$ cat config.mk
export PLATFORM = sky130hd
export DESIGN_NAME = pmc_bank
export DESIGN_NICKNAME = d
export VERILOG_FILES = /design/src/rtl/pmc_pkg.sv /design/src/rtl/pmc_sel_decode.sv /design/src/rtl/pmc_counter.sv /design/src/rtl/pmc_bank.sv
export SDC_FILE = /design/constraint.sdc
export NUM_CORES = 1
export LEC_CHECK = 0
export BUFFER_PORTS_ARGS = -buffer_cell sky130_fd_sc_hd__buf_4
export CAP_MARGIN = 20
export CORE_MARGIN = 2
export CORE_UTILIZATION = 25
export CTS_BUF_LIST = sky130_fd_sc_hd__clkbuf_16
export DETAILED_ROUTE_END_ITERATION = 10
export MAX_ROUTING_LAYER = met4
export SYNTH_ARGS = -nofsm -noshare
export SYNTH_HDL_FRONTEND = slang
export SYNTH_SLANG_ARGS = --single-unit
$ cat constraint.sdc
create_clock -name clk -period 2.4 [get_ports clk]
set_clock_uncertainty 0.05 [all_clocks]
set_input_delay 0.12 -clock clk [delete_from_list [all_inputs] [get_ports clk]]
set_output_delay 0.12 -clock clk [all_outputs]
set_load 0.005 [all_outputs]
$ cat src/rtl/pmc_pkg.sv
`timescale 1ns/1ps
package pmc_pkg;

    localparam int NUM_EVENTS = 16;
    localparam int EV_IDX_W   = $clog2(NUM_EVENTS);
    localparam int SEL_W      = 8;

    // Position of each strobe inside the event vector
    typedef enum logic [EV_IDX_W-1:0] {
        EV_FP_DONE    = 4'd0,
        EV_LD_DONE    = 4'd1,
        EV_ST_DONE    = 4'd2,
        EV_IC_MISS    = 4'd3,
        EV_ITLB_MISS  = 4'd4,
        EV_ITLB_FIX   = 4'd5,
        EV_DCLD_MISS  = 4'd6,
        EV_DCLD_FIX   = 4'd7,
        EV_DCST_MISS  = 4'd8,
        EV_DTLB_MISS  = 4'd9,
        EV_DTLB_FIX   = 4'd10,
        EV_IDLE_CYC   = 4'd11,
        EV_DISPATCH   = 4'd12,
        EV_BR_TAKEN   = 4'd13,
        EV_BR_MISS    = 4'd14,
        EV_EXT_IRQ    = 4'd15
    } pmc_event_e;

    // Result of resolving one (counter, selector) pair
    typedef struct packed {
        logic       valid;
        pmc_event_e ev;
    } pmc_route_t;

    // Resolve the selector of counter ctr (0-based) into an event line
    function automatic pmc_route_t pmc_route(input int ctr, input logic [SEL_W-1:0] sel);
        pmc_route_t r;
        r.valid = 1'b0;
        r.ev    = EV_FP_DONE;
        case (ctr)
            0: begin
                case (sel)
                    8'hf4: begin r.valid = 1'b1; r.ev = EV_FP_DONE;   end
                    8'hfc: begin r.valid = 1'b1; r.ev = EV_LD_DONE;   end
                    8'hf6: begin r.valid = 1'b1; r.ev = EV_ITLB_MISS; end
                    8'hf8: begin r.valid = 1'b1; r.ev = EV_IDLE_CYC;  end
                    default: ;
                endcase
            end
            1: begin
                case (sel)
                    8'hf0: begin r.valid = 1'b1; r.ev = EV_ST_DONE;   end
                    8'hfc: begin r.valid = 1'b1; r.ev = EV_IC_MISS;   end
                    8'hf6: begin r.valid = 1'b1; r.ev = EV_DTLB_FIX;  end
                    8'hfa: begin r.valid = 1'b1; r.ev = EV_BR_TAKEN;  end
                    8'hf8: begin r.valid = 1'b1; r.ev = EV_EXT_IRQ;   end
                    8'hf2: begin r.valid = 1'b1; r.ev = EV_DISPATCH;  end
                    default: ;
                endcase
            end
            2: begin
                case (sel)
                    8'hf8: begin r.valid = 1'b1; r.ev = EV_DCLD_FIX;  end
                    8'hf0: begin r.valid = 1'b1; r.ev = EV_DCST_MISS; end
                    8'hfc: begin r.valid = 1'b1; r.ev = EV_DTLB_MISS; end
                    8'hf2: begin r.valid = 1'b1; r.ev = EV_DISPATCH;  end
                    default: ;
                endcase
            end
            3: begin
                case (sel)
                    8'hfc: begin r.valid = 1'b1; r.ev = EV_ITLB_FIX;  end
                    8'hf0: begin r.valid = 1'b1; r.ev = EV_DCLD_MISS; end
                    8'hf6: begin r.valid = 1'b1; r.ev = EV_BR_MISS;   end
                    8'hf2: begin r.valid = 1'b1; r.ev = EV_DISPATCH;  end
                    default: ;
                endcase
            end
            default: ;
        endcase
        return r;
    endfunction

endpackage

$ cat src/rtl/pmc_sel_decode.sv
`timescale 1ns/1ps
module pmc_sel_decode
    import pmc_pkg::*;
#(
    parameter int CTR_IDX = 0
) (
    input  logic [SEL_W-1:0]      sel,
    input  logic [NUM_EVENTS-1:0] ev_strobe,
    output logic                  hit
);
    pmc_route_t route;

    always_comb begin
        route = pmc_route(CTR_IDX, sel);
        hit   = route.valid & ev_strobe[route.ev];
    end
endmodule

$ cat src/rtl/pmc_counter.sv
`timescale 1ns/1ps
module pmc_counter #(
    parameter int CTR_W = 32
) (
    input  logic             clk,
    input  logic             rst,
    input  logic             freeze,
    input  logic             hit,
    input  logic             wr,
    input  logic [CTR_W-1:0] wr_data,
    output logic [CTR_W-1:0] count
);
    logic [CTR_W-1:0] count_q;
    logic             bump;

    assign bump  = hit & ~freeze;
    assign count = count_q;

    always_ff @(posedge clk) begin
        if (rst) begin
            count_q <= '0;
        end else if (wr) begin
            count_q <= wr_data;
        end else if (bump) begin
            count_q <= count_q + 1'b1;
        end
    end
endmodule

$ cat src/rtl/pmc_bank.sv
`timescale 1ns/1ps
module pmc_bank
    import pmc_pkg::*;
#(
    parameter int NUM_CTR = 4,
    parameter int CTR_W   = 32,
    localparam int IDX_W  = $clog2(NUM_CTR),
    localparam int ADDR_W = IDX_W + 1
) (
    input  logic                  clk,
    input  logic                  rst,
    input  logic                  freeze,
    input  logic [NUM_EVENTS-1:0] ev_strobe,
    input  logic                  wr_en,
    input  logic [ADDR_W-1:0]     wr_addr,
    input  logic [CTR_W-1:0]      wr_data,
    input  logic [ADDR_W-1:0]     rd_addr,
    output logic [CTR_W-1:0]      rd_data
);
    logic [NUM_CTR-1:0][CTR_W-1:0] ctr_q;
    logic [NUM_CTR-1:0][SEL_W-1:0] sel_q;

    logic             wr_is_sel;
    logic [IDX_W-1:0] wr_idx;
    logic             rd_is_sel;
    logic [IDX_W-1:0] rd_idx;

    assign wr_is_sel = wr_addr[IDX_W];
    assign wr_idx    = wr_addr[IDX_W-1:0];
    assign rd_is_sel = rd_addr[IDX_W];
    assign rd_idx    = rd_addr[IDX_W-1:0];

    for (genvar i = 0; i < NUM_CTR; i++) begin : g_ctr
        logic hit;
        logic ctr_wr;
        logic sel_wr;

        assign ctr_wr = wr_en & ~wr_is_sel & (wr_idx == IDX_W'(i));
        assign sel_wr = wr_en &  wr_is_sel & (wr_idx == IDX_W'(i));

        always_ff @(posedge clk) begin
            if (rst) begin
                sel_q[i] <= '0;
            end else if (sel_wr) begin
                sel_q[i] <= wr_data[SEL_W-1:0];
            end
        end

        pmc_sel_decode #(
            .CTR_IDX (i)
        ) u_dec (
            .sel       (sel_q[i]),
            .ev_strobe (ev_strobe),
            .hit       (hit)
        );

        pmc_counter #(
            .CTR_W (CTR_W)
        ) u_cnt (
            .clk     (clk),
            .rst     (rst),
            .freeze  (freeze),
            .hit     (hit),
            .wr      (ctr_wr),
            .wr_data (wr_data),
            .count   (ctr_q[i])
        );
    end

    always_comb begin
        if (rd_is_sel) begin
            rd_data = CTR_W'(sel_q[rd_idx]);
        end else begin
            rd_data = ctr_q[rd_idx];
        end
    end
endmodule

==> results of run 1 <==
registers in the layout, indices dropped and copies added, names as in the netlist:
signal,cells
g_ctr.u_cnt.count,128
sel_q,32
cell families (layout without fill, tap and decap cells):
kind of cell / count (synthesis) / count (layout) / synth area share
xor gates and xnor gates: 100 / 100 / 0.09110
other: 0 / 1 / 0
AOI/OAI and AO/OA: 200 / 200 / 0.1476
muxes: 55 / 55 / 0.1104
and+or+nand+nor: 529 / 530 / 0.2699
buffers and inverters: 102 / 271 / 0.04269
DFF: 160 / 160 / 0.3332
adders and majority gates: 4 / 4 / 0.005206
worst reg2reg max path, delay by kind of cell (launching register included):
| family | cells | cell delay (ps) |
|---|---|---|
| compound gates | 3 | 960 |
| flops | 1 | 380 |
| simple gates | 3 | 1090 |
metrics by stage:
step	area (sq um)	TNS, ps	std cells	power [mW]	utilization
after CTS	12490	-1081	1831	6.043	0.3307
final	12710	-1181	1832	6.033	0.3365
after detailed placement	11390	-2853	1761	3.572	0.3016
after global placement	11390	-1938	1761	3.563	0.3016
after floorplan	9656	-619.0	1150	3.242	-
after global routing	12710	-2415	1832	6.227	0.3365
final timing paths:
| kind | from | depth (start not counted) | slack [ps] | to |
|---|---|---|---|---|
| min | rst | 2 | 20 | g_ctr[0].u_cnt.count[15] |
| min reg2reg | sel_q[21] | 2 | 430 | sel_q[21] |
| max | sel_q[11] | 6 | -180 | g_ctr[1].u_cnt.count[24] |
| max reg2reg | sel_q[11] | 6 | -180 | g_ctr[1].u_cnt.count[24] |
power by group through the flow:
stage	combinational, mW	sequential, mW	clock, mW
global route	0.802	2.85	2.58
CTS	0.737	2.84	2.47
detailed placement	0.679	2.89	0
finish	0.751	2.84	2.44
floorplan	0.372	2.87	0
global placement	0.671	2.89	0
routing by layer:
| metal | share of wire | GRT usage | vias up |
|---|---|---|---|
| met3 | 0.056 | 0.02327 | 65 |
| met1 | 0.42 | 0.2170 | 4608 |
| li1 | - | - | 4538 |
| met5 | 0 | - | - |
| met2 | 0.48 | 0.2793 | 298 |
| met4 | 0.044 | 0.08369 | 0 |
cell type report:
type	instances	area (sq um)	share of cell area
sequential	160	3213	0.2529
clock inverter	13	77.57	0.006105
inverter	19	71.32	0.005613
antenna	1	2.502	0.0001969
clock buffer	17	425.4	0.03348
tap	511	639.4	0.05032
timing repair buffer	222	1872	0.1473
multi-input combinational	889	6405	0.5041
cell usage in the layout (no fill, tap or decap), drive strengths merged, types with 3 or more instances in the layout:
| master | n |
|---|---|
| buf | 190 |
| nor2 | 160 |
| dfxtp | 160 |
| nand2 | 121 |
| a211oi | 99 |
| xnor2 | 78 |
| nor3 | 43 |
| nand3 | 41 |
| mux4 | 40 |
| a21oi | 33 |
| nand4 | 32 |
| dlygate4sd3 | 32 |
| nor2b | 31 |
| a311oi | 26 |
| o21ai | 25 |
| xor2 | 22 |
| inv | 20 |
| or3 | 19 |
| clkbuf | 17 |
| and4 | 15 |
| nor4 | 14 |
| nand2b | 12 |
| and3 | 11 |
| or4 | 11 |
| mux2 | 8 |
| mux2i | 7 |
| clkinv | 7 |
| nor4b | 6 |
| o31ai | 5 |
| clkinvlp | 5 |
| ha | 4 |
| o2111ai | 4 |
| nand3b | 3 |
timing repair:
item,CTS,global route
resized for setup,41,41
setup endpoints to repair,30,56
cloned,2,0
buffers inserted,6,1
hold buffers,32,0
hold endpoints to repair,128,0
pin swaps,23,29
==> results by stage, run 1 <==
Synth:
- Counting every instance in the synthesized netlist gives 1150.
- Counting flops with an async set or reset pin after synthesis yields a share of 0.
- The number of distinct library cells after synthesis is 51.
- The count of state elements after synthesis is 160.
- The synthesized design contains 0 enable-type register cells.
- The synthesized net count is 1212.
- The total number of yosys warnings is 0.
- The share of synthesized area in the top cell type comes to 0.3332.
- The synthesized design spends more area on one cell type than any other, namely sky130_fd_sc_hd__dfxtp_1.
- The total standard cell area after synthesis is 0.009614 sq mm.
- The mean instance size in the synthesized netlist is 8.360 sq um.
- By count the netlist is led by sky130_fd_sc_hd__dfxtp_1 (160), sky130_fd_sc_hd__nor2_1 (160), sky130_fd_sc_hd__nand2_1 (121).
- Sorting the synthesized cells by area gives the leading types as sky130_fd_sc_hd__dfxtp_1 (33%), sky130_fd_sc_hd__mux4_2 (9.4%), sky130_fd_sc_hd__a211oi_1 (7.7%).
- The predominant post-synthesis flop cell is sky130_fd_sc_hd__dfxtp_1.
- For this run, the register share of the synthesized area comes to 0.3332.

Detailed routing:
- The first routing iteration left 736 violations.
- The routed via count is 9509.
- The first-pass detailed-route iteration total is 5.
- The routed wire length is 34870 um.
- In the routed layout, each cell is associated on average with a via count of 5.191.
- In the final routed layout, each cell accounts on average for 19.03 um.
- The remaining design rule violation count is 0.
- The final antenna-violating net count is 0.

Global routing:
- The overflow left after global routing is 0.
- The via count of the first global-routing pass is 9100.
- In the global route stage, overall resource usage came out at 0.1744.
- The number of antenna violations at the first check in global routing is 1.
- The first global-routing pass estimated 53270 um of wire.
- The maximum number of pins on one net before global-route repair is 65.

Floorplan:
- The area enclosed by the die boundary is 0.04004 sq mm.
- The count of standard-cell rows is 71.
- The y dimension of the die is 200.1 um.
- The die width is 200.1 um.
- The starting density of the core is 0.2546.
- The region available for standard cell placement spans 0.03776 sq mm.
- The number of ports placed on the die boundary is 90.

STA:
- The final critical delay including setup and external delays is 2579 ps.
- The minimum setup slack in the final design is -178.9 ps.
- The worst hold slack is 16.08 ps.
- The final-report max-slew violation count is 0.
- The worst slew margin relative to its limit is 0.5336.
- The number of failing hold endpoints at the final stage is 0.
- For this run, the top clock speed supported by timing is 387.8 MHz.
- Setup repair after global routing could not meet its margin everywhere.
- The measured slew at the worst slew-check pin is 699.7 ps.
- The final setup violation count is 15.
- Dividing the final minimum period by the clock period gives 1.075.

Power and ir drop:
- The share of total power dissipated in combinational logic is 0.124.
- The power density over the cells is 474.8 mW/mm^2.
- Cell internal power was estimated by the tool at 4.381 mW.
- The sequential share of power is 0.470.
- The peak supply drop is 315.4 uV.
- The clock network power share is 0.405.
- In this run the static leakage power is 4.381 nW.
- The switching power is 1.652 mW.
- Of the total power, the share spent switching nets is 0.2738.

Critical path:
- The total buffers and inverters traversed by the critical path is 0.
- The kind of cell adding the most delay to the critical path is simple AND/OR/NAND/NOR gates.
- The path type of the worst setup path is flop to flop.
- STA classifies the critical path endpoint as a flop.
- The slowest stage of the critical path belongs to the cell sky130_fd_sc_hd__or4_4.
- The peak per-stage delay on the critical path is 520 ps.
- The worst setup path is launched from a flop.
- The signal on the critical path passes through nand2b_4, a311o_1, o221a_4, or4_4, or4_1, a311oi_1.
- At the worst endpoint, the required time is 2680 ps.
- Of all nets on the critical path, the largest fanout is 10.
- The critical path data arrival time is 2860 ps.

Clocking:
- The number of levels in the clock H-tree is 4.
- The TritonCTS clock tree is yes.
- The clock transition at the registers of the reported paths is 70 ps.
- The cell chosen for the clock root is sky130_fd_sc_hd__clkbuf_16.
- The number of buffers inserted during clock tree synthesis is 17.
- At the later pin of the worst-skew pair, clock insertion delay measures 430 ps.
- Counting every sink on the clock net gives 160.
- The clock passes through at most 2 buffers.

Finish:
- In the final design database the tool counted 1371 nets.
- From synthesis to final layout, the design area changed by 32.16%.
- In the final layout, the share of cells above drive strength 1 is 0.2447.
- Fill cells in the final layout number 3875.

Place:
- The final HPWL from detailed placement is 24910 um.
- The final RePlAce weighted congestion is 0.8782.
- Port buffering added 89 buffers.
- The worst setup slack after placement is -185.3 ps.

Min path:
- The path class of the lowest-slack min-delay path is input port to flop.

Outcome:
- The flow ran to the end, but the final reports show violations.
- The final reports fail on setup timing.

Run:
- Max-cap violations in this run came to 0.
Power figures use the tool's default switching activity.
==> inputs of run 2 (changes only) <==
==> constraint.sdc (replaced) <==
create_clock -name clk -period 2.4 [get_ports clk]
set_clock_uncertainty 0.05 [all_clocks]
set_input_delay 0.24 -clock clk [delete_from_list [all_inputs] [get_ports clk]]
set_output_delay 0.24 -clock clk [all_outputs]
set_load 0.005 [all_outputs]
==> run 2 against run 1 <==
The flow still finishes with violations (setup timing). First-iteration DRC count shrank 2.7%. Non-clock buffer count shrank 20. Via count shrank 0.85%. Highest routed layer unchanged. Core utilization shrank 0.49 points. Global-route usage grew 0.062 points. Hold slack gained 25 ps. Critical path depth grew 1. Critical endpoint is now g_ctr[1].u_cnt.count[30]. Clock power grew 11%. Register-to-register slack is essentially flat. Sequential share of layout area grew 0.37 points.
==> results by stage, run 2 (same netlist as run 1, synthesis figures left out) <==
Outcome:
- The flow ran to the end, but the final reports show violations.
- The final reports fail on setup timing.

STA:
- Setup repair after global routing could not meet its margin everywhere.
- The final-report max-slew violation count is 0.
- The final critical delay including setup and external delays is 2570 ps.
- For this run, the top clock speed supported by timing is 389.2 MHz.
- Headroom to the max-slew limit came out at 0.6183.
- Across all setup checks in the final design, the least slack found is -169.5 ps.
- The number of failing hold endpoints at the final stage is 0.
- The post-route clock period utilization is 1.071.
- Setup violations remaining at the end of the flow were counted as 21.
- The worst hold slack is 40.84 ps.
- At the pin with the least slew margin, the transition time is 572.6 ps.

Floorplan:
- The area enclosed by the die boundary is 0.04004 sq mm.
- The die is 200.1 um wide.
- The count of standard-cell rows is 71.
- The core outline area is 0.03776 sq mm.
- The initial utilization of the core area, before any placement, comes to 0.2546.
- The die is 200.1 um tall.
- For this design the top-level I/O count stands at 90.

Place:
- The count of input and output buffers is 89.
- The final RePlAce weighted congestion is 0.9415.
- Summed over all nets, the half-perimeter wirelength after detailed placement is 25070 um.
- The worst setup slack after placement is -204.4 ps.

Critical path:
- Data on the critical path arrives at its endpoint at 2860 ps.
- The number of buffers and inverters on the critical path is 1.
- The worst setup path is launched from a flop.
- The largest fanout on the critical path is 7.
- The path type of the worst setup path is flop to flop.
- In this design, the stage delay of the slowest critical-path cell is 500 ps.
- The kind of cell with the highest combined delay along the critical path is simple AND/OR/NAND/NOR gates.
- The type of destination of the critical path is a flop.
- Among all stages on the critical path, the largest delay is contributed by sky130_fd_sc_hd__or4_4.
- The required time of the critical path is 2690 ps.
- The signal on the critical path passes through buf_6, nand2b_4, a311o_1, o221a_4, or4_4, or4_1, a311oi_1.

Power and ir drop:
- Dividing total power by cell area gives a power density of 500.3 mW/mm^2.
- For this design the static power due to leakage is 4.305 nW.
- The post-route total power is 6.265 mW.
- The peak supply drop is 309.4 uV.

Finish:
- The library cell used most frequently in the layout, excluding fill and tap cells, is sky130_fd_sc_hd__buf_4.
- The area growth from synthesis to layout is 30.24%.
- In the layout the commonest cells are sky130_fd_sc_hd__buf_4 (184), sky130_fd_sc_hd__nor2_1 (158), sky130_fd_sc_hd__dfxtp_1 (156), sky130_fd_sc_hd__nand2_1 (118), sky130_fd_sc_hd__a211oi_1 (96).
- The flip-flop count of the largest register after layout is 128.
- The final net count is 1351.
- Of the cells placed in the final design, the portion with a size suffix greater than 1 is 0.2558.

Clocking:
- The number of clock sinks seen by CTS is 160.
- The deepest clock path buffer count is 2.
- The clock reaches the later pin of the worst-skew pair after 440 ps.
- TritonCTS built the clock tree.
- The number of levels in the clock H-tree is 4.
- Clock tree synthesis selected as its root buffer the cell sky130_fd_sc_hd__clkbuf_16.
- After clock tree synthesis, the clock-pin slew on the worst setup and hold paths is 60 ps.
- The number of buffers inserted during clock tree synthesis is 17.

Detailed routing:
- The routed wire length is 34850 um.
- The first-pass detailed-route iteration total is 5.
- Dividing the detail-routed via count by the number of cells gives 5.197.
- The average wire length per cell after detail routing is 19.21 um.
- The first-iteration detailed-routing DRC count is 716.
- For this run, design rule violations remaining after detail routing come to 0.
- The routed via count is 9428.
- The count of nets left with antenna violations once routing finished came out at 0.

Run:
- Across the run, the number of max-cap violations was 0.

Global routing:
- The overall track demand over capacity in global routing is 0.1750.
- The number of antenna violations at the first check in global routing is 1.
- The first global-routing pass estimated 53130 um of wire.
- The via count of the first global-routing pass is 8902.
- Entering global routing, the biggest net connects 67 pins.
- For this run the aggregate overflow at the end of global routing stands at 0.

Min path:
- The path class of the tightest hold or removal check is input port to flop.
-- run 2: changes by cell type in the layout (fill, tap and decap cells not counted), sizes merged --
cell         change
inv              +2
dlygate4sd3     -31
bufinv           +2
buf             +11
clkinv           +1
clkinvlp         -3
-- run 2: worst min-delay path, cell delays in order --
cell                      delay [ps]
sky130_fd_sc_hd__buf_4           130
sky130_fd_sc_hd__nand2_1          50
sky130_fd_sc_hd__o21ai_0          70
-- run 2: area by class of cell --
| type | instances | area [sq um] |
|---|---|---|
| fill | 3902 | 25230 |
| multi-input combinational | 889 | 6346 |
| sequential | 160 | 3213 |
| timing repair buffer | 202 | 1682 |
| tap | 511 | 639.4 |
| clock buffer | 17 | 425.4 |
| clock inverter | 15 | 142.6 |
| inverter | 19 | 71.32 |
| antenna | 1 | 2.502 |
-- run 2: per-layer routing --
layer | global-route usage | share of wire | up-vias | wire [um]
met2 | 0.2790 | 0.48 | 325 | 16670
met1 | 0.2249 | 0.42 | 4555 | 14740
met3 | 0.02050 | 0.062 | 64 | 2146
met4 | 0.07223 | 0.037 | 0 | 1286
li1 | - | - | 4484 | -
met5 | - | 0 | - | 0
-- run 2: what timing repair did --
action,4_1_cts,5_1_grt
hold endpoints to repair,1,0
hold buffers,1,0
endpoints found under the setup margin,31,44
setup buffers,9,2
pin swaps,12,27
cloned,2,0
gates resized for setup,25,46
-- run 2: worst paths after layout --
path                                            endpoint        start  slack, ps  cells past startpoint
worst min-delay path            g_ctr[1].u_cnt.count[27]  wr_data[27]         40                      3
worst max-delay path            g_ctr[1].u_cnt.count[30]    sel_q[11]       -170                      7
worst min register to register                 sel_q[21]    sel_q[21]        420                      2
worst max register to register  g_ctr[1].u_cnt.count[30]    sel_q[11]       -170                      7
-- run 2: report_power, final --
part,switching (mW),internal [mW]
combinational,0.395,0.330
clock,1.18,1.52
sequential,0.0942,2.74
-- run 2: stage by stage --
stage,util,std cells,area [sq um],TNS [ps]
floorplan,-,1150,9656,-619.0
global placement,0.3038,1767,11470,-1841
detailed placement,0.3038,1767,11470,-3106
CTS,0.3252,1811,12280,-1376
global route,0.3317,1814,12520,-3149
finish,0.3317,1814,12520,-1723
==> inputs of run 3 (changes only) <==
REMOVE_ABC_BUFFERS = 1   (was default)
==> run 3 against run 2 <==
The run still ends with setup timing left. Critical path depth is 1 lower. Largest cell class unchanged. Sequential cell count stayed put. Combinational power is 4.7% lower. Clock power hardly changed. Register-to-register slack better by 80 ps. Global-route usage is 1.1 points lower. Wire length is 5.9% lower. Worst setup slack better by 77 ps. Critical endpoint is now g_ctr[0].u_cnt.count[31]. Hold slack worse by 14 ps.
==> results by stage, run 3 (same netlist as run 1, synthesis figures left out) <==
STA:
- At the pin with the least slew margin, the transition time is 670.7 ps.
- The final sum of negative setup slack is -776.6 ps.
- After layout, the minimum clock period comes to 2492 ps.
- The final-report max-slew violation count is 0.
- The worst slew margin relative to its limit is 0.5529.
- The number of failing hold endpoints at the final stage came to 0.
- Across all setup checks in the final design, the least slack found is -92.38 ps.
- In the finished design, the share of the clock period the worst path needs comes to 1.038.
- Setup repair after global routing could not meet its margin everywhere.
- Setup violations remaining at the end of the flow were counted as 14.
- Static timing analysis puts the maximum clock frequency at 401.2 MHz.

Clocking:
- The later pin in the worst-skew pair is clocked with a latency of 440 ps.
- The H-tree was split into 4 levels.
- The cell chosen for the clock root is sky130_fd_sc_hd__clkbuf_16.
- The TritonCTS clock tree is yes.
- The number of clock sinks seen by CTS is 160.
- The deepest clock path buffer count is 2.
- The clock transition at the registers of the reported paths is 70 ps.
- The number of buffers inserted during clock tree synthesis is 17.

Finish:
- In the final layout, the multi-input gates occupy 0.006285 sq mm.
- The number of antenna diodes in the final layout is 0.
- The final net count is 1339.
- The share of cells above drive strength 1 is 0.2473.
- The most common library cell in the layout ignoring fill and taps is sky130_fd_sc_hd__buf_4.
- Excluding fillers, the count of instances in the completed layout stands at 1801.
- The area growth from synthesis to layout is 28.44%.
- Across the whole layout, storage elements account for 0.003217 sq mm.
- Leaving out fill and tap cells, the most frequent cells in the layout are sky130_fd_sc_hd__buf_4 (175), sky130_fd_sc_hd__nor2_1 (160), sky130_fd_sc_hd__dfxtp_1 (153), sky130_fd_sc_hd__nand2_1 (118), sky130_fd_sc_hd__a211oi_1 (97).
- The register with the most flip-flops in the layout has 128 of them.
- Once layout is done, the placed cells without fillers occupy 0.01235 sq mm.
- The filler cell count is 3922.

Min path:
- The min-delay analysis places its worst path in the category input port to flop.

Critical path:
- On the critical path, the stage with the largest delay is an instance of sky130_fd_sc_hd__or4_4.
- The signal on the critical path passes through nor2b_4, or4_4, or4b_4, or4_4, xor2_1, a211oi_1.
- The largest fanout on the critical path is 4.
- In this design, the stage delay of the slowest critical-path cell is 580 ps.
- STA classifies the critical path endpoint as a flop.
- The number of buffers and inverters on the critical path is 0.
- The worst setup path is launched from a flop.
- On the critical path the largest part of the delay comes from simple AND/OR/NAND/NOR gates.
- The critical path in this run is classified as flop to flop.
- STA puts the critical path data arrival time at 2790 ps.
- The most frequent cell on the critical path is sky130_fd_sc_hd__or4_4.
- The required time of the critical path is 2700 ps.

Floorplan:
- The initialized floorplan defines 71 standard-cell rows.
- The floorplan step set the die width to 200.1 um.
- The starting density of the core is 0.2546.
- The y dimension of the die is 200.1 um.
- The core region is 0.03776 sq mm.
- The floorplan step defined a die boundary enclosing 0.04004 sq mm.
- 90 I/O pins were placed.

Power and ir drop:
- The internal power is 4.587 mW.
- Of the total power, the share spent switching nets is 0.2640.
- The clock network power share is 0.434.
- Of the total power, registers draw 0.455.
- The power density over the cells is 504.7 mW/mm^2.
- The peak supply drop is 513.7 uV.
- The switching power is 1.646 mW.
- For this design the static power due to leakage is 4.151 nW.
- The completed layout was analyzed and its total power is 6.232 mW.
- The share of total power dissipated in combinational logic is 0.111.

Detailed routing:
- After the first detailed-routing iteration, the DRC count stood at 826.
- The final antenna-violating net count is 0.
- The first-pass detailed-route iteration total is 5.
- Detailed routing inserted a total of 9356 vias.
- In the final routed layout, each cell accounts on average for 18.21 um.
- After detailed routing, the number of remaining DRC violations is 0.
- The routed wire length is 32790 um.
- The via density per instance is 5.195.

Place:
- After legalization and detailed placement, the total HPWL measured 23650 um.
- The congestion estimate from routability-driven global placement came to 0.8601.
- The worst setup slack after placement is -379.1 ps.
- In this run, placement finished with an instance count of 1759.
- The count of input and output buffers is 89.
- The total cell area at the placement stage is 0.01139 sq mm.

Run:
- The max-capacitance violation count is 0.

Global routing:
- The number of antenna violations at the first check in global routing is 0.
- The overall track demand over capacity in global routing is 0.1645.
- The first global-routing pass estimated 50980 um of wire.
- The via count of the first global-routing pass is 8824.
- Entering global routing, the biggest net connects 67 pins.
- The overflow left after global routing is 0.

Outcome:
- The checks that failed: setup timing.
- The flow ran to the end, but the final reports show violations.
## run 3: what timing repair did
item | in CTS | in global routing
setup endpoints to repair | 33 | 39
gates resized for setup | 23 | 40
hold endpoints to repair | 1 | 0
buffers inserted | 2 | 4
pin swaps | 8 | 26
cloned | 2 | 1
hold buffers | 1 | 0
## run 3: stage by stage
| step | hold WS [ps] | util |
|---|---|---|
| after floorplan | 259.1 | - |
| after global placement | 405.0 | 0.3016 |
| after detailed placement | 409.0 | 0.3016 |
| after CTS | 8.309 | 0.3204 |
| after global routing | 61.12 | 0.3271 |
| final | 26.63 | 0.3271 |
## run 3: path summary, 6_finish.rpt
| kind | startpoint | to | slack (ps) | cells past startpoint |
|---|---|---|---|---|
| worst max-delay path | sel_q[1] | g_ctr[0].u_cnt.count[31] | -90 | 6 |
| worst min-delay path | wr_data[8] | g_ctr[1].u_cnt.count[8] | 30 | 3 |
| worst max register to register | sel_q[1] | g_ctr[0].u_cnt.count[31] | -90 | 6 |
| worst min register to register | sel_q[24] | sel_q[24] | 420 | 2 |
## run 3: layout make-up
cell class	count	area share
flip-flops and latches	160	0.2605
well taps	511	0.05178
repair buffers	189	0.1266
multi-input cells	890	0.5090
clock buffers	17	0.03445
clock inverters	15	0.01196
inverters	19	0.005776
## run 3: power groups by stage
stage               logic, mW  registers [mW]  clock network (mW)
detailed placement      0.677            2.89                   0
CTS                     0.686            2.83                2.74
floorplan               0.283            2.87                   0
finish                  0.691            2.84                2.70
global route            0.746            2.85                2.84
global placement        0.669            2.89                   0
## run 3: metal layers
| layer | track usage | up-vias | wire [um] |
|---|---|---|---|
| met5 | - | - | 0 |
| met4 | 0.04611 | 0 | 511 |
| met2 | 0.2576 | 277 | 15310 |
| met3 | 0.02668 | 38 | 2019 |
| li1 | - | 4477 | - |
| met1 | 0.2189 | 4564 | 14950 |
## run 3: worst reg2reg max path, delay by kind of cell, from the launching register on
family / cells / cell delay [ps]
AO/OA/AOI/OAI: 1 / 210
XOR/XNOR: 1 / 150
flip-flops: 1 / 320
AND/OR/NAND/NOR: 4 / 1670
